File: src/rtl/dbg_tap_pkg.sv
package dbg_tap_pkg;

  typedef enum logic [3:0] {
    ST_RESET, ST_IDLE,
    ST_SEL_DR, ST_CAP_DR, ST_SH_DR, ST_EX1_DR, ST_PAU_DR, ST_EX2_DR, ST_UPD_DR,
    ST_SEL_IR, ST_CAP_IR, ST_SH_IR, ST_EX1_IR, ST_PAU_IR, ST_EX2_IR, ST_UPD_IR
  } tap_state_e;

  localparam int NIB_W = 4;

  localparam logic [NIB_W-1:0] SEL_PROGRESS = 4'h8;
  localparam logic [NIB_W-1:0] SEL_COMMAND  = 4'h9;
  localparam logic [NIB_W-1:0] SEL_ADDRESS  = 4'hA;
  localparam logic [NIB_W-1:0] SEL_DATAWORD = 4'hB;
  localparam logic [NIB_W-1:0] IR_CAP_PAT   = 4'b0001;

  localparam logic [NIB_W-1:0] PROG_STALL = 4'b0001;
  localparam logic [NIB_W-1:0] PROG_FAIL  = 4'b0010;
  localparam logic [NIB_W-1:0] PROG_READY = 4'b0100;

  // Legal command: bit 3 clear and space field not 3.
  function automatic logic cmd_legal(input logic [NIB_W-1:0] c);
    return (c[3] == 1'b0) && (c[1:0] != 2'b11);
  endfunction

endpackage

File: src/rtl/dbg_tap_fsm.sv
module dbg_tap_fsm
  import dbg_tap_pkg::*;
(
  input  logic       clk,
  input  logic       rst,
  input  logic       tms,
  output tap_state_e state,
  output logic       idle_entry
);

  tap_state_e nxt;

  always_comb begin
    unique case (state)
      ST_RESET:  nxt = tms ? ST_RESET  : ST_IDLE;
      ST_IDLE:   nxt = tms ? ST_SEL_DR : ST_IDLE;
      ST_SEL_DR: nxt = tms ? ST_SEL_IR : ST_CAP_DR;
      ST_CAP_DR: nxt = tms ? ST_EX1_DR : ST_SH_DR;
      ST_SH_DR:  nxt = tms ? ST_EX1_DR : ST_SH_DR;
      ST_EX1_DR: nxt = tms ? ST_UPD_DR : ST_PAU_DR;
      ST_PAU_DR: nxt = tms ? ST_EX2_DR : ST_PAU_DR;
      ST_EX2_DR: nxt = tms ? ST_UPD_DR : ST_SH_DR;
      ST_UPD_DR: nxt = tms ? ST_SEL_DR : ST_IDLE;
      ST_SEL_IR: nxt = tms ? ST_RESET  : ST_CAP_IR;
      ST_CAP_IR: nxt = tms ? ST_EX1_IR : ST_SH_IR;
      ST_SH_IR:  nxt = tms ? ST_EX1_IR : ST_SH_IR;
      ST_EX1_IR: nxt = tms ? ST_UPD_IR : ST_PAU_IR;
      ST_PAU_IR: nxt = tms ? ST_EX2_IR : ST_PAU_IR;
      ST_EX2_IR: nxt = tms ? ST_UPD_IR : ST_SH_IR;
      ST_UPD_IR: nxt = tms ? ST_SEL_DR : ST_IDLE;
      default:   nxt = ST_RESET;
    endcase
  end

  always_ff @(posedge clk) begin
    if (rst) begin
      state      <= ST_RESET;
      idle_entry <= 1'b0;
    end else begin
      state      <= nxt;
      idle_entry <= (nxt == ST_IDLE) && (state != ST_IDLE);
    end
  end

  // Run length of mode-select high, saturating at five.
  localparam logic [2:0] ONES_TO_RESET = 3'd5;
  logic [2:0] ones_run;
  always_ff @(posedge clk) begin
    if (rst)      ones_run <= '0;
    else if (tms) ones_run <= (ones_run == ONES_TO_RESET) ? ones_run : ones_run + 3'd1;
    else          ones_run <= '0;
  end

  assert_five_ones_reset_R1: assert property (@(posedge clk) disable iff (rst)
    (ones_run == ONES_TO_RESET) |-> (state == ST_RESET))
    else $error("controller not in reset after five mode-select ones");

  assert_idle_entry_R5: assert property (@(posedge clk) disable iff (rst)
    idle_entry |-> (state == ST_IDLE))
    else $error("idle entry flagged outside Run-Test/Idle");

endmodule

File: src/rtl/dbg_tap_regs.sv
module dbg_tap_regs
  import dbg_tap_pkg::*;
#(
  parameter int AW = 32,
  parameter int DW = 32
) (
  input  logic             clk,
  input  logic             rst,
  input  tap_state_e       state,
  input  logic             tdi,
  input  logic [NIB_W-1:0] progress,
  input  logic             rd_load,
  input  logic [DW-1:0]    rd_value,
  output logic             tdo,
  output logic [NIB_W-1:0] cmd_q,
  output logic [AW-1:0]    addr_q,
  output logic [DW-1:0]    data_q,
  output logic             cmd_upd
);

  localparam int SRW = (AW > DW) ? AW : DW;
  localparam int LW  = $clog2(SRW);

  logic [NIB_W-1:0] ir_sr, ir_q;
  logic [SRW-1:0]   dr_sr, dr_cap, dr_next;
  logic [LW-1:0]    dr_top;

  // Instruction path
  always_ff @(posedge clk) begin
    if (rst || state == ST_RESET) begin
      ir_sr <= '0;
      ir_q  <= SEL_PROGRESS;
    end else begin
      case (state)
        ST_CAP_IR: ir_sr <= IR_CAP_PAT;
        ST_SH_IR:  ir_sr <= {tdi, ir_sr[NIB_W-1:1]};
        ST_UPD_IR: ir_q  <= ir_sr;
        default: ;
      endcase
    end
  end

  // Data path selection: capture value and shift length
  always_comb begin
    case (ir_q)
      SEL_PROGRESS: begin dr_cap = SRW'(progress); dr_top = LW'(NIB_W - 1); end
      SEL_COMMAND:  begin dr_cap = SRW'(cmd_q);    dr_top = LW'(NIB_W - 1); end
      SEL_ADDRESS:  begin dr_cap = SRW'(addr_q);   dr_top = LW'(AW - 1);    end
      SEL_DATAWORD: begin dr_cap = SRW'(data_q);   dr_top = LW'(DW - 1);    end
      default:      begin dr_cap = '0;             dr_top = '0;             end
    endcase
  end

  always_comb begin
    dr_next         = dr_sr >> 1;
    dr_next[dr_top] = tdi;
  end

  assign cmd_upd = (state == ST_UPD_DR) && (ir_q == SEL_COMMAND);

  always_ff @(posedge clk) begin
    if (rst) begin
      dr_sr  <= '0;
      cmd_q  <= '0;
      addr_q <= '0;
      data_q <= '0;
    end else begin
      case (state)
        ST_CAP_DR: dr_sr <= dr_cap;
        ST_SH_DR:  dr_sr <= dr_next;
        ST_UPD_DR: begin
          case (ir_q)
            SEL_COMMAND:  cmd_q  <= dr_sr[NIB_W-1:0];
            SEL_ADDRESS:  addr_q <= dr_sr[AW-1:0];
            SEL_DATAWORD: data_q <= dr_sr[DW-1:0];
            default: ;
          endcase
        end
        default: ;
      endcase
      if (rd_load) data_q <= rd_value;
    end
  end

  assign tdo = (state == ST_SH_IR) ? ir_sr[0] : dr_sr[0];

  assert_addr_only_on_update_R4: assert property (@(posedge clk) disable iff (rst)
    (state != ST_UPD_DR) |=> $stable(addr_q))
    else $error("address holding changed outside Update-DR");

  assert_cmd_only_on_update_R4: assert property (@(posedge clk) disable iff (rst)
    (state != ST_UPD_DR) |=> $stable(cmd_q))
    else $error("command holding changed outside Update-DR");

  assert_ir_reset_select_R2: assert property (@(posedge clk) disable iff (rst)
    (state == ST_RESET) |=> (ir_q == SEL_PROGRESS))
    else $error("instruction not reset to progress select");

endmodule

File: src/rtl/dbg_xact_engine.sv
module dbg_xact_engine
  import dbg_tap_pkg::*;
#(
  parameter int AW = 32,
  parameter int DW = 32
) (
  input  logic             clk,
  input  logic             rst,
  input  logic             in_reset,
  input  logic             idle_entry,
  input  logic             cmd_upd,
  input  logic [NIB_W-1:0] cmd,
  input  logic [AW-1:0]    addr,
  input  logic [DW-1:0]    data,
  input  logic             bus_ack,
  input  logic             bus_err,
  input  logic [DW-1:0]    bus_rdata,
  output logic             bus_req,
  output logic             bus_we,
  output logic [1:0]       bus_space,
  output logic [AW-1:0]    bus_addr,
  output logic [DW-1:0]    bus_wdata,
  output logic [NIB_W-1:0] progress,
  output logic             rd_load,
  output logic [DW-1:0]    rd_value
);

  logic armed, launch, legal, resp;

  assign legal  = cmd_legal(cmd);
  assign launch = idle_entry && armed && !bus_req;
  assign resp   = bus_req && (bus_ack || bus_err);

  assign rd_load  = bus_req && bus_ack && !bus_err && !bus_we;
  assign rd_value = bus_rdata;

  always_ff @(posedge clk) begin
    if (rst) begin
      armed     <= 1'b0;
      bus_req   <= 1'b0;
      bus_we    <= 1'b0;
      bus_space <= '0;
      bus_addr  <= '0;
      bus_wdata <= '0;
      progress  <= PROG_READY;
    end else begin
      if (in_reset)     armed <= 1'b0;
      else if (cmd_upd) armed <= 1'b1;

      if (launch) begin
        if (legal) begin
          bus_req   <= 1'b1;
          bus_we    <= ~cmd[2];
          bus_space <= cmd[1:0];
          bus_addr  <= addr;
          bus_wdata <= data;
          progress  <= PROG_STALL;
        end else begin
          progress  <= PROG_FAIL;
        end
      end else if (resp) begin
        bus_req  <= 1'b0;
        progress <= bus_err ? PROG_FAIL : PROG_READY;
      end
    end
  end

  assert_launch_from_idle_R5: assert property (@(posedge clk) disable iff (rst)
    $rose(bus_req) |-> $past(idle_entry))
    else $error("request raised without entry into Run-Test/Idle");

  assert_req_hold_R7: assert property (@(posedge clk) disable iff (rst)
    (bus_req && !bus_ack && !bus_err) |=>
      (bus_req && $stable(bus_addr) && $stable(bus_wdata) && $stable(bus_we) && $stable(bus_space)))
    else $error("request or its fields moved before response");

  assert_req_drop_R7: assert property (@(posedge clk) disable iff (rst)
    resp |=> !bus_req)
    else $error("request not dropped after response");

  assert_stall_while_busy_R8: assert property (@(posedge clk) disable iff (rst)
    bus_req |-> (progress == PROG_STALL))
    else $error("progress not stalled during access");

  assert_progress_shape_R8: assert property (@(posedge clk) disable iff (rst)
    $onehot0(progress) && !progress[3])
    else $error("progress word malformed");

  assert_reserved_no_bus_R10: assert property (@(posedge clk) disable iff (rst)
    (launch && !legal) |=> (!bus_req && progress == PROG_FAIL))
    else $error("reserved command reached the bus");

  assert_space_legal_R6: assert property (@(posedge clk) disable iff (rst)
    bus_req |-> (bus_space != 2'b11))
    else $error("illegal space on bus");

endmodule

File: src/rtl/dbg_tap_target.sv
module dbg_tap_target
  import dbg_tap_pkg::*;
#(
  parameter int ADDR_W = 32,
  parameter int DATA_W = 32
) (
  input  logic              clk,
  input  logic              rst,
  input  logic              tms,
  input  logic              tdi,
  output logic              tdo,
  output logic              bus_req,
  output logic              bus_we,
  output logic [1:0]        bus_space,
  output logic [ADDR_W-1:0] bus_addr,
  output logic [DATA_W-1:0] bus_wdata,
  input  logic              bus_ack,
  input  logic              bus_err,
  input  logic [DATA_W-1:0] bus_rdata
);

  tap_state_e       state;
  logic             idle_entry, cmd_upd, rd_load;
  logic [NIB_W-1:0] cmd_q, progress;
  logic [ADDR_W-1:0] addr_q;
  logic [DATA_W-1:0] data_q, rd_value;

  dbg_tap_fsm u_fsm (
    .clk        (clk),
    .rst        (rst),
    .tms        (tms),
    .state      (state),
    .idle_entry (idle_entry)
  );

  dbg_tap_regs #(.AW(ADDR_W), .DW(DATA_W)) u_regs (
    .clk      (clk),
    .rst      (rst),
    .state    (state),
    .tdi      (tdi),
    .progress (progress),
    .rd_load  (rd_load),
    .rd_value (rd_value),
    .tdo      (tdo),
    .cmd_q    (cmd_q),
    .addr_q   (addr_q),
    .data_q   (data_q),
    .cmd_upd  (cmd_upd)
  );

  dbg_xact_engine #(.AW(ADDR_W), .DW(DATA_W)) u_eng (
    .clk        (clk),
    .rst        (rst),
    .in_reset   (state == ST_RESET),
    .idle_entry (idle_entry),
    .cmd_upd    (cmd_upd),
    .cmd        (cmd_q),
    .addr       (addr_q),
    .data       (data_q),
    .bus_ack    (bus_ack),
    .bus_err    (bus_err),
    .bus_rdata  (bus_rdata),
    .bus_req    (bus_req),
    .bus_we     (bus_we),
    .bus_space  (bus_space),
    .bus_addr   (bus_addr),
    .bus_wdata  (bus_wdata),
    .progress   (progress),
    .rd_load    (rd_load),
    .rd_value   (rd_value)
  );

endmodule

File: config.mk
export PLATFORM = sky130hd
export DESIGN_NAME = dbg_tap_target
export DESIGN_NICKNAME = d
export VERILOG_FILES = /design/src/rtl/dbg_tap_pkg.sv /design/src/rtl/dbg_tap_fsm.sv /design/src/rtl/dbg_tap_regs.sv /design/src/rtl/dbg_xact_engine.sv /design/src/rtl/dbg_tap_target.sv
export SDC_FILE = /design/constraint.sdc
export NUM_CORES = 1
export LEC_CHECK = 0
export BUFFER_PORTS_ARGS = -buffer_cell sky130_fd_sc_hd__buf_2
export CORE_UTILIZATION = 61
export CTS_CLUSTER_DIAMETER = 80
export DETAILED_ROUTE_END_ITERATION = 6
export PLACE_DENSITY_LB_ADDON = 0.12
export SLEW_MARGIN = 20
export SYNTH_ARGS = -nofsm -noshare
export SYNTH_HDL_FRONTEND = slang
export SYNTH_SLANG_ARGS = --single-unit
File: constraint.sdc
create_clock -name clk -period 3.3 [get_ports clk]
set_input_delay 0.66 -clock clk [delete_from_list [all_inputs] [get_ports clk]]
set_output_delay 0.66 -clock clk [all_outputs]
set_load 0.01 [all_outputs]
* After elaboration in Yosys (flattened, before gate mapping) *
Cells that the tools add are included.

word-level totals
  register bits after elaboration = 186
  word-level logic and storage cells = 105

cells by class
  order comparisons = 2
  eq/ne operators = 23
  mux-type cells = 31
  bitwise operators = 2
  reductions and logical operators = 32

operators by type and width
  kind                                                  count
  one-hot mux 32 bit (4 select lines)                   1
  two-way mux 32 bit                                    3
  one-hot mux 32 bit (2 select lines)                   1
  equality test 4 bit (second input constant)           12
  one-hot mux 4 bit (12 select lines)                   1
  bitwise mux 32 bit                                    1
  two-way mux 4 bit                                     6
  equality test 4 x 3 -> 1 bit (second input constant)  4
  logical AND 1 bit                                     10
  one-hot mux 5 bit (2 select lines)                    1
  AND reduction 2 bit                                   5
  nonzero test 2 bit                                    5
  OR reduction 2 bit                                    5
  two-way mux 3 bit                                     3
  equality test 4 x 1 -> 1 bit (second input constant)  2
  equality test 4 x 2 -> 1 bit (second input constant)  2
  two-way mux 1 bit                                     8
  two-way mux 2 bit                                     4
  one-hot mux 4 bit (2 select lines)                    1
  < comparator 5 x 6 -> 1 bit (second input constant)   1
  demux 1 bit (select 5 bit)                            1
  >= comparator 5 x 1 -> 1 bit (second input constant)  1
  zero test 4 bit                                       1
  != test 2 bit (second input constant)                 2
  other kinds (5)                                       9

* Logic depth before layout (Yosys ltp) *
  word-level depth = 9
  gate-level depth with buffers = 7
  mapped depth without buffers = 4

* Cells and area by module *
Synthesis repeated with hierarchy kept, for this count alone.

second synthesis, totals
  cell total of the unflattened synthesis = 975
  area, all modules = 8718.4 um^2

modules (own cells, without submodules)
  module           instances  cells an instance  area each (um^2)  sequential area each (um^2)
  dbg_tap_regs     1          569                5312.6            2162.1
  dbg_xact_engine  1          364                3034.2            1441.4
  dbg_tap_fsm      1          41                 359.1             100.1
  dbg_tap_target   1          1                  12.5              0.0

* Least setup slack after synthesis *
OpenSTA, ideal clock, no wires.

  kind = reg2out
  start = register u_fsm.state[1]
  end = output port tdo
  data arrival time = 1.350 ns
  data required time = 2.640 ns
  slack = 1.290 ns
  stages on the path, launching flop included = 6
  cells stage by stage = dfxtp_1 buf_2 nand2_1 nor2_1 nand2_1 mux2_2

on the way
  cells in the longest elaborated chain, start to end = 2

ends and longest elaborated chain
  what                      line                  source
  start: declaration        dbg_tap_fsm.sv:7      output tap_state_e state,
  start signal: assignment  dbg_tap_fsm.sv:40     state <= nxt;
  equality test 4 bit       dbg_tap_regs.sv:85    assign tdo = (state == ST_SH_IR) ? ir_sr[0] : dr_sr[0];
  two-way mux 1 bit         dbg_tap_regs.sv:85
  end: declaration          dbg_tap_target.sv:11  output logic tdo,

No other way between the ends.

* Worst setup path after layout *
  start = register u_fsm.state[3]
  end = output port tdo

The elaborated chain is that of the path after synthesis.

==> results.json <==
{
  "r2r_slack_ns": 0.97,
  "grt_overflow_total": 0,
  "yosysSeqAreaShare": 0.493,
  "clk_latency_ns": 0.43,
  "grt_pass1_wl_um": 30000,
  "hold_viol": 0,
  "synth_most_common_cell": "nand2_1",
  "rr_worst_depth": 4,
  "pin_count": 107,
  "setup_tns_ns": 0,
  "cp.arrival_ns": 2.30,
  "ir_worst_vdd_v": 0.000393,
  "numCtsBuffers": 17,
  "die_h_um": 113,
  "synth_seq_cells": 185,
  "clock-root-buffer": "clkbuf_16",
  "synth.cell_area_um2": 7510,
  "wl_per_cell_um": 16.5,
  "row_count": 40,
  "grt_max_degree": 75,
  "tightest_slew_ns": 0.798,
  "ctsHoldBuffers": 0,
  "period_minus_slack_ns": 2.96,
  "gp_congestion": 0.793,
  "synth_fp_nets": 934,
  "status": "finished, final reports clean",
  "cts_resized": 0,
  "min_to": "u_eng.bus_addr[14]",
  "rr_startpoint": "u_fsm.state[0]",
  "drc": 0,
  "final_nets": 998,
  "die_area_um2": 12800,
  "coreArea_um2": 12000,
  "hold_class": "reg2reg",
  "drt-total-wl_um": 18400,
  "async_flop_share": 0,
  "crit_required_ns": 2.64,
  "firstDrtPassIters": 5,
  "grt_antenna_before_repair": 0,
  "fin_crit_sh": 0.897,
  "slew_violations": 0,
  "worst-path-max-fanout": 20,
  "synth.distinct_cells": 47,
  "slew_headroom": 0.468,
  "portBuffers": 106,
  "rsz0062_at_grt": "no",
  "synth_edf_count": 0,
  "synth_ff_type": "dfxtp_1",
  "yosysWarnings": 0,
  "cts_tree": "done",
  "yosysTopAreaCell": "dfxtp_1",
  "clock_skew_ns": 0.00549,
  "drive_gt1_frac": 0.171,
  "yosysTopAreaCellShare": 0.493,
  "die_w_um": 113,
  "rr_endpoint": "u_regs.dr_sr[18]",
  "path_class": "reg2out",
  "hold-path-cell-count": 2,
  "clock_path_buffers": 2,
  "critical_path.endpoint_type": "output port",
  "drtIter0Drc": 580,
  "power.leakage_nw": 3.04,
  "power.total_mw": 4.48,
  "netlist_instances": 896,
  "clkSinkCount": 185,
  "h-tree-depth": 4,
  "power_density_nw_per_um2": 517,
  "antenna_cells": 0,
  "synth_common_cells": "236 x nand2_1, 185 x dfxtp_1, 144 x a21oi_1, 49 x nor2_1, 45 x clkbuf_1",
  "pre_cts_ws_ns": 0.819,
  "initial_core_util": 0.625,
  "clkTransAtPathRegs_ns": 0.07,
  "via_per_inst": 6.00,
  "setup_ws_ns": 0.341,
  "finalSetupViolations": 0,
  "areaGrowthSynthToFinish_pct": 15.5,
  "startpoint_type": "flip-flop",
  "avgSynthCellArea_um2": 8.38,
  "vias": 6714,
  "worstHoldStart": "u_eng.bus_addr[14]",
  "hpwl_um": 11500,
  "postCtsSetupBuffers": 0,
  "first_global_vias": 6115,
  "maxCapViolCount": 0,
  "ant_nets": 0,
  "max_freq_ghz": 0.338,
  "grtUsageTotal": 0.295,
  "synth_area_leaders": "dfxtp_1 49%, nand2_1 12%, a21oi_1 9.6%, mux2i_1 5.1%, a211oi_1 3.4%"
}
final cells by class:
cell class              instances  area [µm²]
inverters                      10        37.5
flip-flops and latches        185        3700
repair buffers                121         671
multi-input cells             625        3470
well taps                     147         184
clock buffers                  20         457
clock inverters                11         145
fillers                       943        3340
where the power goes:
group	switching, mW	leakage, nW	internal, mW
Clock	0.842	0.289	1.23
Combinational	0.0973	1.26	0.0482
Sequential	0.0263	1.49	2.24
critical path, cell delays in order, from the launching register on:
cell and delay [ns]:
dfxtp_1 0.72, nand2_1 0.26, nor2_1 0.36, nand2_1 0.10
mux2_2 0.29, buf_2 0.14
layer usage:
layer,vias up,wire [µm],share of wire,track usage
li1,3236,-,-,-
met1,3202,7930,0.43,0.387
met2,252,9020,0.49,0.499
met3,24,1170,0.064,0.0455
met4,0,291,0.016,0.0974
met5,-,0,0,0
per-stage QoR:
stage	std cells	cell area, µm²	hold WS [ns]	util
finish	1119	8670	0.451	0.722
floorplan	896	7510	0.431	-
detailed placement	1087	8050	0.446	0.670
global route	1119	8670	0.468	0.722
CTS	1118	8650	0.447	0.720
global placement	1087	8050	0.439	0.670
logic make-up after synthesis:
logic type | after synthesis | synth area share
and+or+nand+nor | 318 | 0.173
AOI/OAI and AO/OA | 262 | 0.220
DFF | 185 | 0.493
buffers and inverters | 86 | 0.0480
muxes | 44 | 0.0642
xor gates and xnor gates | 1 | 0.00117
flip-flops by register name, indices dropped and copies added (netlist names):
signal / count
u_eng.armed: 1
u_eng.bus_addr: 32
u_eng.bus_req: 1
u_eng.bus_space: 2
u_eng.bus_wdata: 32
u_eng.bus_we: 1
u_eng.progress: 3
u_fsm.idle_entry: 1
u_fsm.state: 4
u_regs.addr_q: 32
u_regs.cmd_q: 4
u_regs.data_q: 32
u_regs.dr_sr: 32
u_regs.ir_q: 4
u_regs.ir_sr: 4
worst max-delay path by stage:
stage | from | end | slack, ns
2_1_floorplan | u_fsm.state[1] | tdo | 1.29
3_3_place_gp | u_fsm.state[3] | tdo | 0.92
3_5_place_dp | u_fsm.state[3] | tdo | 0.82
4_1_cts | u_fsm.state[3] | tdo | 0.36
5_1_grt | u_fsm.state[3] | tdo | 0.14
6_report | u_fsm.state[3] | tdo | 0.34
layout by cell type (no fill, tap or decap), types with 6 or more instances in the layout:
cell / count
mux2i_1: 38
nor2_1: 49
buf_2: 105
a21oi_1: 144
dfxtp_1: 185
buf_4: 14
o21ai_0: 10
clkbuf_16: 17
a22oi_1: 29
a211oi_1: 34
nand3_1: 6
a22o_1: 27
inv_1: 10
nand2_1: 236
No activity file was read; power rests on OpenSTA's default activity.
